===== config.mk =====
export PLATFORM = sky130hd
export DESIGN_NAME = redir_regfile
export DESIGN_NICKNAME = d
export VERILOG_FILES = /design/src/rtl/redir_pkg.sv /design/src/rtl/redir_ctrl.sv /design/src/rtl/redir_store.sv /design/src/rtl/redir_regfile.sv
export SDC_FILE = /design/constraint.sdc
export NUM_CORES = 2
export LEC_CHECK = 0
export BUFFER_PORTS_ARGS = -buffer_cell sky130_fd_sc_hd__buf_2
export CORE_AREA = 3 3 661 663
export DETAILED_ROUTE_END_ITERATION = 7
export DIE_AREA = 0 0 664 666
export PLACE_DENSITY_LB_ADDON = 0.2
export SLEW_MARGIN = 15
export SYNTH_ARGS = -nofsm -noshare
export SYNTH_HDL_FRONTEND = slang
export SYNTH_HIERARCHICAL = 1
export SYNTH_SLANG_ARGS = --single-unit

===== constraint.sdc =====
create_clock -name clk -period 5.89 [get_ports clk]
set_clock_uncertainty 0.1 [all_clocks]
set_input_delay 0.589 -clock clk [delete_from_list [all_inputs] [get_ports clk]]
set_output_delay 0.589 -clock clk [all_outputs]
set_load 0.01 [all_outputs]

===== src/rtl/redir_pkg.sv =====
package redir_pkg;
  localparam logic [7:0]  OFS_SELECT = 8'h00;
  localparam logic [7:0]  OFS_WINDOW = 8'h10;
  localparam logic [31:0] IDX_ID     = 32'h00;
  localparam logic [31:0] IDX_VER    = 32'h01;
  localparam logic [31:0] IDX_ARB    = 32'h02;
  localparam logic [31:0] IDX_TABLE  = 32'h10;
  localparam int          RIRR_BIT   = 14;
  localparam int          MASK_BIT   = 16;

  typedef struct packed {
    logic        selWr;
    logic        idWr;
    logic        entWr;
    logic        entHi;
    logic [7:0]  entIdx;
    logic [31:0] wdata;
  } redirStrobe_t;
endpackage


===== src/rtl/redir_ctrl.sv =====
module redir_ctrl
  import redir_pkg::*;
#(
  parameter int NUM_PINS = 24
) (
  input  logic         busWrEn,
  input  logic [7:0]   busAddr,
  input  logic [3:0]   busBytes,
  input  logic [31:0]  busWdata,
  input  logic [31:0]  selReg,
  output redirStrobe_t strobe
);
  logic        sizeOk;
  logic        winWr;
  logic [31:0] tblOfs;
  logic [31:0] entFull;
  logic        inTable;

  always_comb begin
    sizeOk  = (busBytes == 4'd4) || (busBytes == 4'd8);
    winWr   = busWrEn && sizeOk && (busAddr == OFS_WINDOW);
    tblOfs  = selReg - IDX_TABLE;
    entFull = tblOfs >> 1;
    inTable = (selReg >= IDX_TABLE) && (entFull < 32'(NUM_PINS));

    strobe.selWr  = busWrEn && sizeOk && (busAddr == OFS_SELECT);
    strobe.idWr   = winWr && (selReg == IDX_ID);
    strobe.entWr  = winWr && inTable;
    strobe.entHi  = selReg[0];
    strobe.entIdx = entFull[7:0];
    strobe.wdata  = busWdata;
  end
endmodule


===== src/rtl/redir_store.sv =====
module redir_store
  import redir_pkg::*;
#(
  parameter int         NUM_PINS = 24,
  parameter logic [7:0] VERSION  = 8'h11,
  localparam int        PIN_W    = (NUM_PINS > 1) ? $clog2(NUM_PINS) : 1
) (
  input  logic                     clk,
  input  logic                     rstN,
  input  redirStrobe_t             strobe,
  input  logic                     busRdEn,
  input  logic [7:0]               busAddr,
  input  logic [NUM_PINS-1:0]      pendingIn,
  input  logic [NUM_PINS-1:0]      rirrSet,
  input  logic [NUM_PINS-1:0]      rirrClr,
  output logic [31:0]              selReg,
  output logic [31:0]              busRdata,
  output logic [NUM_PINS*64-1:0]   entryFlat,
  output logic                     svcValid,
  output logic [PIN_W-1:0]         svcPin,
  output logic                     maskChgValid,
  output logic [PIN_W-1:0]         maskChgPin,
  output logic                     maskChgVal
);
  localparam logic [63:0] ENT_RESET = 64'(1) << MASK_BIT;
  localparam logic [31:0] RIRR_KEEP = ~(32'(1) << RIRR_BIT);

  logic [NUM_PINS-1:0][63:0] tbl;
  logic [3:0]                idReg;
  logic [NUM_PINS-1:0]       entHit;
  logic [NUM_PINS-1:0]       maskVec;

  for (genvar i = 0; i < NUM_PINS; i++) begin : g_pin
    assign entHit[i]              = strobe.entWr && (strobe.entIdx == 8'(i));
    assign maskVec[i]             = tbl[i][MASK_BIT];
    assign entryFlat[64*i +: 64]  = tbl[i];
  end

  // index, identifier and table state
  always_ff @(posedge clk or negedge rstN) begin
    if (!rstN) begin
      selReg <= '0;
      idReg  <= '0;
      for (int i = 0; i < NUM_PINS; i++) tbl[i] <= ENT_RESET;
    end else begin
      if (strobe.selWr) selReg <= strobe.wdata;
      if (strobe.idWr)  idReg  <= strobe.wdata[27:24];
      for (int i = 0; i < NUM_PINS; i++) begin
        if (rirrSet[i]) tbl[i][RIRR_BIT] <= 1'b1;
        if (rirrClr[i]) tbl[i][RIRR_BIT] <= 1'b0;
        if (entHit[i]) begin
          if (strobe.entHi) tbl[i][63:32] <= strobe.wdata;
          else              tbl[i][31:0]  <= strobe.wdata & RIRR_KEEP;
        end
      end
    end
  end

  // event pulses
  logic svcHit;
  logic maskHit;
  always_comb begin
    svcHit  = |(entHit & pendingIn);
    maskHit = !strobe.entHi &&
              |(entHit & (maskVec ^ {NUM_PINS{strobe.wdata[MASK_BIT]}}));
  end

  always_ff @(posedge clk or negedge rstN) begin
    if (!rstN) begin
      svcValid     <= 1'b0;
      svcPin       <= '0;
      maskChgValid <= 1'b0;
      maskChgPin   <= '0;
      maskChgVal   <= 1'b0;
    end else begin
      svcValid     <= svcHit;
      maskChgValid <= maskHit;
      maskChgVal   <= strobe.wdata[MASK_BIT];
      if (strobe.entWr) begin
        svcPin     <= strobe.entIdx[PIN_W-1:0];
        maskChgPin <= strobe.entIdx[PIN_W-1:0];
      end
    end
  end

  // indirect read path
  logic [31:0] rdOfs;
  logic [31:0] rdEnt;
  logic        rdInTbl;
  logic [63:0] rdWord;
  logic [31:0] winData;

  always_comb begin
    rdOfs   = selReg - IDX_TABLE;
    rdEnt   = rdOfs >> 1;
    rdInTbl = (selReg >= IDX_TABLE) && (rdEnt < 32'(NUM_PINS));
    rdWord  = '0;
    for (int i = 0; i < NUM_PINS; i++)
      if (rdEnt == 32'(i)) rdWord = tbl[i];
    case (selReg)
      IDX_ID, IDX_ARB: winData = {4'h0, idReg, 24'h0};
      IDX_VER:         winData = {8'h00, 8'(NUM_PINS - 1), 8'h00, VERSION};
      default:         winData = !rdInTbl ? 32'h0 :
                                 (selReg[0] ? rdWord[63:32] : rdWord[31:0]);
    endcase
  end

  always_ff @(posedge clk or negedge rstN) begin
    if (!rstN) busRdata <= '0;
    else if (busRdEn) begin
      case (busAddr)
        OFS_SELECT: busRdata <= selReg;
        OFS_WINDOW: busRdata <= winData;
        default:    busRdata <= 32'h0;
      endcase
    end
  end
endmodule


===== src/rtl/redir_regfile.sv =====
module redir_regfile
  import redir_pkg::*;
#(
  parameter int         NUM_PINS = 24,
  parameter logic [7:0] VERSION  = 8'h11,
  localparam int        PIN_W    = (NUM_PINS > 1) ? $clog2(NUM_PINS) : 1
) (
  input  logic                    clk,
  input  logic                    rstN,
  input  logic                    busWrEn,
  input  logic                    busRdEn,
  input  logic [7:0]              busAddr,
  input  logic [3:0]              busBytes,
  input  logic [31:0]             busWdata,
  output logic [31:0]             busRdata,
  input  logic [NUM_PINS-1:0]     pendingIn,
  input  logic [NUM_PINS-1:0]     rirrSet,
  input  logic [NUM_PINS-1:0]     rirrClr,
  output logic [NUM_PINS*64-1:0]  entryFlat,
  output logic                    svcValid,
  output logic [PIN_W-1:0]        svcPin,
  output logic                    maskChgValid,
  output logic [PIN_W-1:0]        maskChgPin,
  output logic                    maskChgVal
);
  redirStrobe_t strobe;
  logic [31:0]  selReg;

  redir_ctrl #(.NUM_PINS(NUM_PINS)) u_ctrl (
    .busWrEn (busWrEn),
    .busAddr (busAddr),
    .busBytes(busBytes),
    .busWdata(busWdata),
    .selReg  (selReg),
    .strobe  (strobe)
  );

  redir_store #(.NUM_PINS(NUM_PINS), .VERSION(VERSION)) u_store (
    .clk         (clk),
    .rstN        (rstN),
    .strobe      (strobe),
    .busRdEn     (busRdEn),
    .busAddr     (busAddr),
    .pendingIn   (pendingIn),
    .rirrSet     (rirrSet),
    .rirrClr     (rirrClr),
    .selReg      (selReg),
    .busRdata    (busRdata),
    .entryFlat   (entryFlat),
    .svcValid    (svcValid),
    .svcPin      (svcPin),
    .maskChgValid(maskChgValid),
    .maskChgPin  (maskChgPin),
    .maskChgVal  (maskChgVal)
  );
endmodule


## Word-level counts from Yosys, hierarchy flattened

Cells that the tools add are included.

| operators by class | value |
|---|---|
| add/subtract/negate cells | 1 |
| order comparisons | 2 |
| equal/unequal tests | 51 |
| multiplexer cells | 124 |
| bitwise operators | 4 |
| reduce and logical (&&, ||, !) cells | 88 |

Operators with widths:

| operator | count |
|---|---|
| $mux W64 | 24 |
| $mux W15 | 48 |
| $eq A31 B4 Y1 const B | 8 |
| $eq A31 B5 Y1 const B | 8 |
| $pmux W32 S2 | 2 |
| $eq A31 B3 Y1 const B | 4 |
| $reduce_and A2 Y1 | 48 |
| $eq A8 B5 Y1 const B | 9 |
| $eq A8 B4 Y1 const B | 8 |
| $logic_not A32 Y1 | 2 |
| $mux W32 | 2 |
| $eq A31 B2 Y1 const B | 2 |
| $and A24 B24 Y24 | 2 |
| $mux W1 | 48 |
| $reduce_or A24 Y1 | 2 |
| $eq A32 B1 Y1 const B | 1 |
| $eq A32 B2 Y1 const B | 1 |
| $eq A8 B3 Y1 const B | 4 |
| $ge A32 B5 Y1 const B | 1 |
| $sub A32 B5 Y32 const B | 1 |
| $eq A31 B1 Y1 const B | 1 |
| $logic_and A1 B1 Y1 | 31 |
| $lt A31 B5 Y1 const B | 1 |
| $xor A24 B24 Y24 | 1 |
| other kinds (9) | 11 |

| word-level totals | value |
|---|---|
| bits in registers | 1612 |
| input bits | 120 |
| output and inout bits | 1581 |

## Longest topological paths before layout

| depth | value |
|---|---|
| depth in word-level cells | 30 |
| mapped depth | 18 |

## Cells and area by module

The synthesis kept the hierarchy.

Modules (own cells, without submodules):

| module | instances | cells an instance | area an instance (um2) |
|---|---|---|---|
| redir_store | 1 | 6043 | 74766.7 |
| redir_ctrl | 1 | 106 | 780.7 |

## Worst setup path after synthesis

OpenSTA, ideal clock, no wires.

| timing | value |
|---|---|
| kind | register -> register |
| start point | register u_store.selReg[4] |
| end point | register u_store.tbl (netlist bit u_store/entryFlat[1218]) |
| library setup time | 125 ps |
| arrival | 4049 ps |
| data required time | 5665 ps |
| path slack | 1617 ps |
| cell stages (with the launch flop) | 15 |
| buffers on the path | 2 |
| clock period less this slack | 4273 ps |
| path through | dfrtp_1 inv_1 ha_1 or4b_2 nor4_1 xnor2_1 nand4_1 a311oi_2 clkbuf_1 nand2_1 nor2_1 nand3_1 nor2_1 clkbuf_1 mux2_2 |

RTL lines:

| what | RTL line | source |
|---|---|---|
| start: declaration | redir_store.sv:16 | `output logic [31:0] selReg,` |
| start signal: assignment | redir_store.sv:46 | `if (strobe.selWr) selReg <= strobe.wdata;` |
| end signal: indexed assignment | redir_store.sv:52 | `if (strobe.entHi) tbl[i][63:32] <= strobe.wdata;` |
| end signal: indexed assignment | redir_store.sv:53 | `else tbl[i][31:0] <= strobe.wdata & RIRR_KEEP;` |
| end: declaration | redir_store.sv:28 | `logic [NUM_PINS-1:0][63:0] tbl;` |

## Worst setup path after layout

| timing | value |
|---|---|
| start point | register u_store.selReg[4] |
| end point | register u_store.busRdata[10] |

| between the ends | value |
|---|---|
| cells in the longest elaborated chain, start to end | 30 |
| elaborated cells on any way between the ends | 60 |

Ends and longest elaborated chain:

| what | RTL line | source |
|---|---|---|
| $sub A32 B5 Y32 | redir_store.sv:94 | `rdOfs = selReg - IDX_TABLE;` |
| $logic_not A32 Y1 | redir_store.sv:99 | `if (rdEnt == 32'(i)) rdWord = tbl[i];` |
| $mux W64 (24 in a row) | redir_store.sv:99 |  |
| $mux W32 | redir_store.sv:104 | `(selReg[0] ? rdWord[63:32] : rdWord[31:0]);` |
| $mux W32 | redir_store.sv:103 | `default: winData = !rdInTbl ? 32'h0 :` |
| $pmux W32 S2 (*) | redir_store.sv:100 | `case (selReg)` |
| $pmux W32 S2 (*) | redir_store.sv:111 | `case (busAddr)` |
| end signal: assignment | redir_store.sv:112 | `OFS_SELECT: busRdata <= selReg;` |
| end signal: assignment | redir_store.sv:113 | `OFS_WINDOW: busRdata <= winData;` |
| end: declaration | redir_store.sv:17 | `output logic [31:0] busRdata,` |

Every way passes the cells marked *; elsewhere a longest branch is shown, timed or not.
A chain may end at the register's enable or synchronous reset.

==> out/results.ini <==
[worst_setup_path]
critPathMostFrequentCell = buf_4
critical_path_class = reg2reg
required_ns = 6.69
cp-start-kind = flip-flop
endpoint_kind = flip-flop
crit_buf_inv = 5
reg2reg_to = u_store/busRdata[10]
crit_slowest_cell = a211oi_1
critPathCapture = u_store/busRdata[10]
cp_slowest_stage_delay_ns = 1.05
startpoint = u_store/selReg[4]
critical-path-top-delay-family = compound AO/OA/AOI/OAI gates
worstPathMaxFanout = 20
cp_cell_sequence = buf_4 -> nor4_2 -> buf_4 -> and3_1 -> a31oi_2 -> nand2_4 -> buf_4 -> nor4_4 -> buf_12 -> nand2b_1 -> o2111ai_1 -> a211oi_1 -> buf_4 -> o211ai_1 -> a21oi_1
critical_path_arrival_ns = 6.65
reg2reg_slack_ns = 0.04
r2r-start = u_store/selReg[4]
reg2reg_depth = 15
path_depth = 15

[timing]
hold_viol = 0
post-route-period-util = 0.993
fmax_mhz = 171
finalSetupViolations = 0
period_minus_slack_ns = 5.85
slew_viol_final = 0
fin_ws_ns = 0.0386
rsz0062_at_grt = no
slew_headroom = 0.0758
timing.setup.tns_ns = 0
worstMarginPinSlew_ns = 1.38

[floorplan]
ios = 1701
die_h_um = 666
die_area_um2 = 442000
core_region_area_um2 = 431000
die_x_um = 664
start_util = 0.175
rows = 241

[outcome]
status = complete, but fails checks
violations = design-rule violations

[route]
drcViolationCount = 5
wl_per_cell_um = 55.8
first_iter_violations = 11300
viasPerCell = 5.35
drt-total-wl_um = 785000
ant_nets = 0
vias = 75300
first_pass_iters = 8

[power]
p_per_area_nw_per_um2 = 250
leakagePower_nw = 52.1
ir_worst_vdd_mv = 0.222

[finish]
nets = 8255
drive_above_1_share = 0.535
syn2layout_area_growth_pct = 36.5
final_common_cell = buf_2
final_util = 0.239
final_area_um2 = 103000
mostFrequentLayoutCells = buf_2 (1695), dfrtp_1 (1583), mux2_2 (1546)
multi_input_area_um2 = 33600
fillCellCount = 46200
seqCellArea_um2 = 40400

[place]
dp_hpwl_um = 612000
io_buffers = 1700
place.gp.congestion = 0.999
place_area_um2 = 95400
place_ws_ns = -0.291

[yosys]
yosys_warnings = 6
ys_async_sr_fraction = 1.00
netlist_area_um2 = 75500
synth_area_leaders = dfrtp_1 (53%), mux2_2 (23%), clkbuf_1 (1.9%)
ys_types = 101
syn_inst = 6149
synth_top_area_cell = dfrtp_1
seq_area_frac_synth = 0.534
synth_seq_cells = 1612
synth_top_area_share = 0.526
synth_nets = 6271
synth-edff-count = 0
avgSynthCellArea_um2 = 12.3
dominantRegCellSynth = dfrtp_1

[cts]
cts_buffer_depth = 4
htreeDepth = 4
cts_tree = yes
clk_latency_ns = 1.00
cts.sinks = 1612
cts-root-buf = clkbuf_16
cts_made_buffers = 204
clk_pin_slew_ns = 0.06

[grt]
antenna_found_initial = 157
overflow = 0
grt_pass1_vias = 71000
grt_max_degree = 154
grt_first_pass_wirelength_um = 959000
grt_usage = 0.342

[worst_hold_path]
hold_path_startpoint = busRdEn
hp-class = in2reg

[job]
drv_cap = 0

[synth_stat cells, types with 7 or more instances]
cell type  instances
a222oi_1          90
and2_1             7
o22ai_1           74
nor3_1           110
o22a_1             7
a21oi_1          244
nand3_1          112
dfstp_2           24
or2_2             10
clkbuf_1         378
o31ai_1            7
o21ai_1           15
buf_1             98
a221o_1           34
a21o_1            10
nor2_1           243
a211o_1            7
a211oi_1          25
nor4_4            12
nor3_2             9
o21ai_0          180
and3_1            29
or3_1             12
a221oi_1          94
o221ai_1          34
nand2b_1          24
buf_4             50
o211ai_1          29
nor4_1            45
a32oi_1            7
inv_1             25
nand2_1          306
dfrtp_1         1588
mux2i_1           66
nor4_2            20
a22o_1            38
nor2b_1           15
nand4_1           61
or4_1              9
a2111oi_0         15
buf_2             52
mux2_2          1546
o2111ai_1         14
a22oi_1          187
a31oi_1           38
[what timing repair did]
action,CTS,global route
gates resized for setup,1,5
pin swaps,0,2
setup endpoints to repair,11,9
endpoints found under the hold margin,125,0
hold buffers,57,0
buffers inserted,0,5
[per-stage QoR]
| step | hold slack (ns) | power (mW) | std cells |
|---|---|---|---|
| after floorplan | 0.193 | 11.6 | 6149 |
| after global placement | 0.385 | 12.4 | 13600 |
| after detailed placement | 0.373 | 12.4 | 13600 |
| after CTS | 0.0535 | 25.9 | 14000 |
| after global routing | 0.0610 | 26.3 | 14000 |
| final | 0.0626 | 25.8 | 14100 |
[routing by layer]
layer / GRT usage / vias up / share of wire
met3: 0.118 / 1423 / 0.10
li1: - / 27300 / -
met2: 0.512 / 5695 / 0.43
met1: 0.423 / 40800 / 0.40
met4: 0.205 / 28 / 0.074
met5: 0 / - / 0.00024
[worst register-to-register path, delay by kind of cell, from the launching register on]
kind	cells	cell delay [ns]
simple gates	5	1.83
compound gates	5	2.09
buf+inv	5	1.26
flops	1	0.47
[where the power goes]
part	total (mW)	switching, mW	internal, mW
Clock	13.5	5.78	7.71
Sequential	11.1	0.0469	11.1
Combinational	1.13	0.946	0.184
[layout make-up]
| type | count | share of cell area |
|---|---|---|
| sequential | 1612 | 0.392 |
| clock inverter | 70 | 0.00854 |
| multi-input combinational | 3926 | 0.326 |
| inverter | 28 | 0.00104 |
| timing repair buffer | 2361 | 0.143 |
| tap | 5710 | 0.0693 |
| antenna | 77 | 0.00187 |
| clock buffer | 302 | 0.0581 |
[state kept, by name (all words and copies together), names as in the netlist]
| name | count |
|---|---|
| u_store/maskChgVal | 1 |
| u_store/maskChgPin | 5 |
| u_store/entryFlat | 1536 |
| u_store/idReg | 4 |
| u_store/selReg | 32 |
| u_store/svcValid | 1 |
| u_store/maskChgValid | 1 |
| u_store/busRdata | 32 |
[cells by family after synthesis]
kind of cell / count (synthesis) / synth area share
multiplexers: 1613 / 0.239
flip-flops: 1612 / 0.534
AO/OA/AOI/OAI: 1235 / 0.117
AND/OR/NAND/NOR: 1067 / 0.0733
buffers and inverters: 611 / 0.0342
XOR/XNOR: 9 / 0.00104
adder cells (fa/ha/maj): 2 / 0.000331
[worst min-delay path by stage]
| stage | cells after the start | end |
|---|---|---|
| global route | 2 | u_store/busRdata[2] |
| finish | 2 | u_store/busRdata[2] |
| detailed placement | 1 | u_store/busRdata[11] |
| global placement | 1 | u_store/busRdata[11] |
| floorplan | 0 | u_store/busRdata[0] |
| CTS | 2 | u_store/busRdata[2] |
No activity file was read; power rests on OpenSTA's default activity.
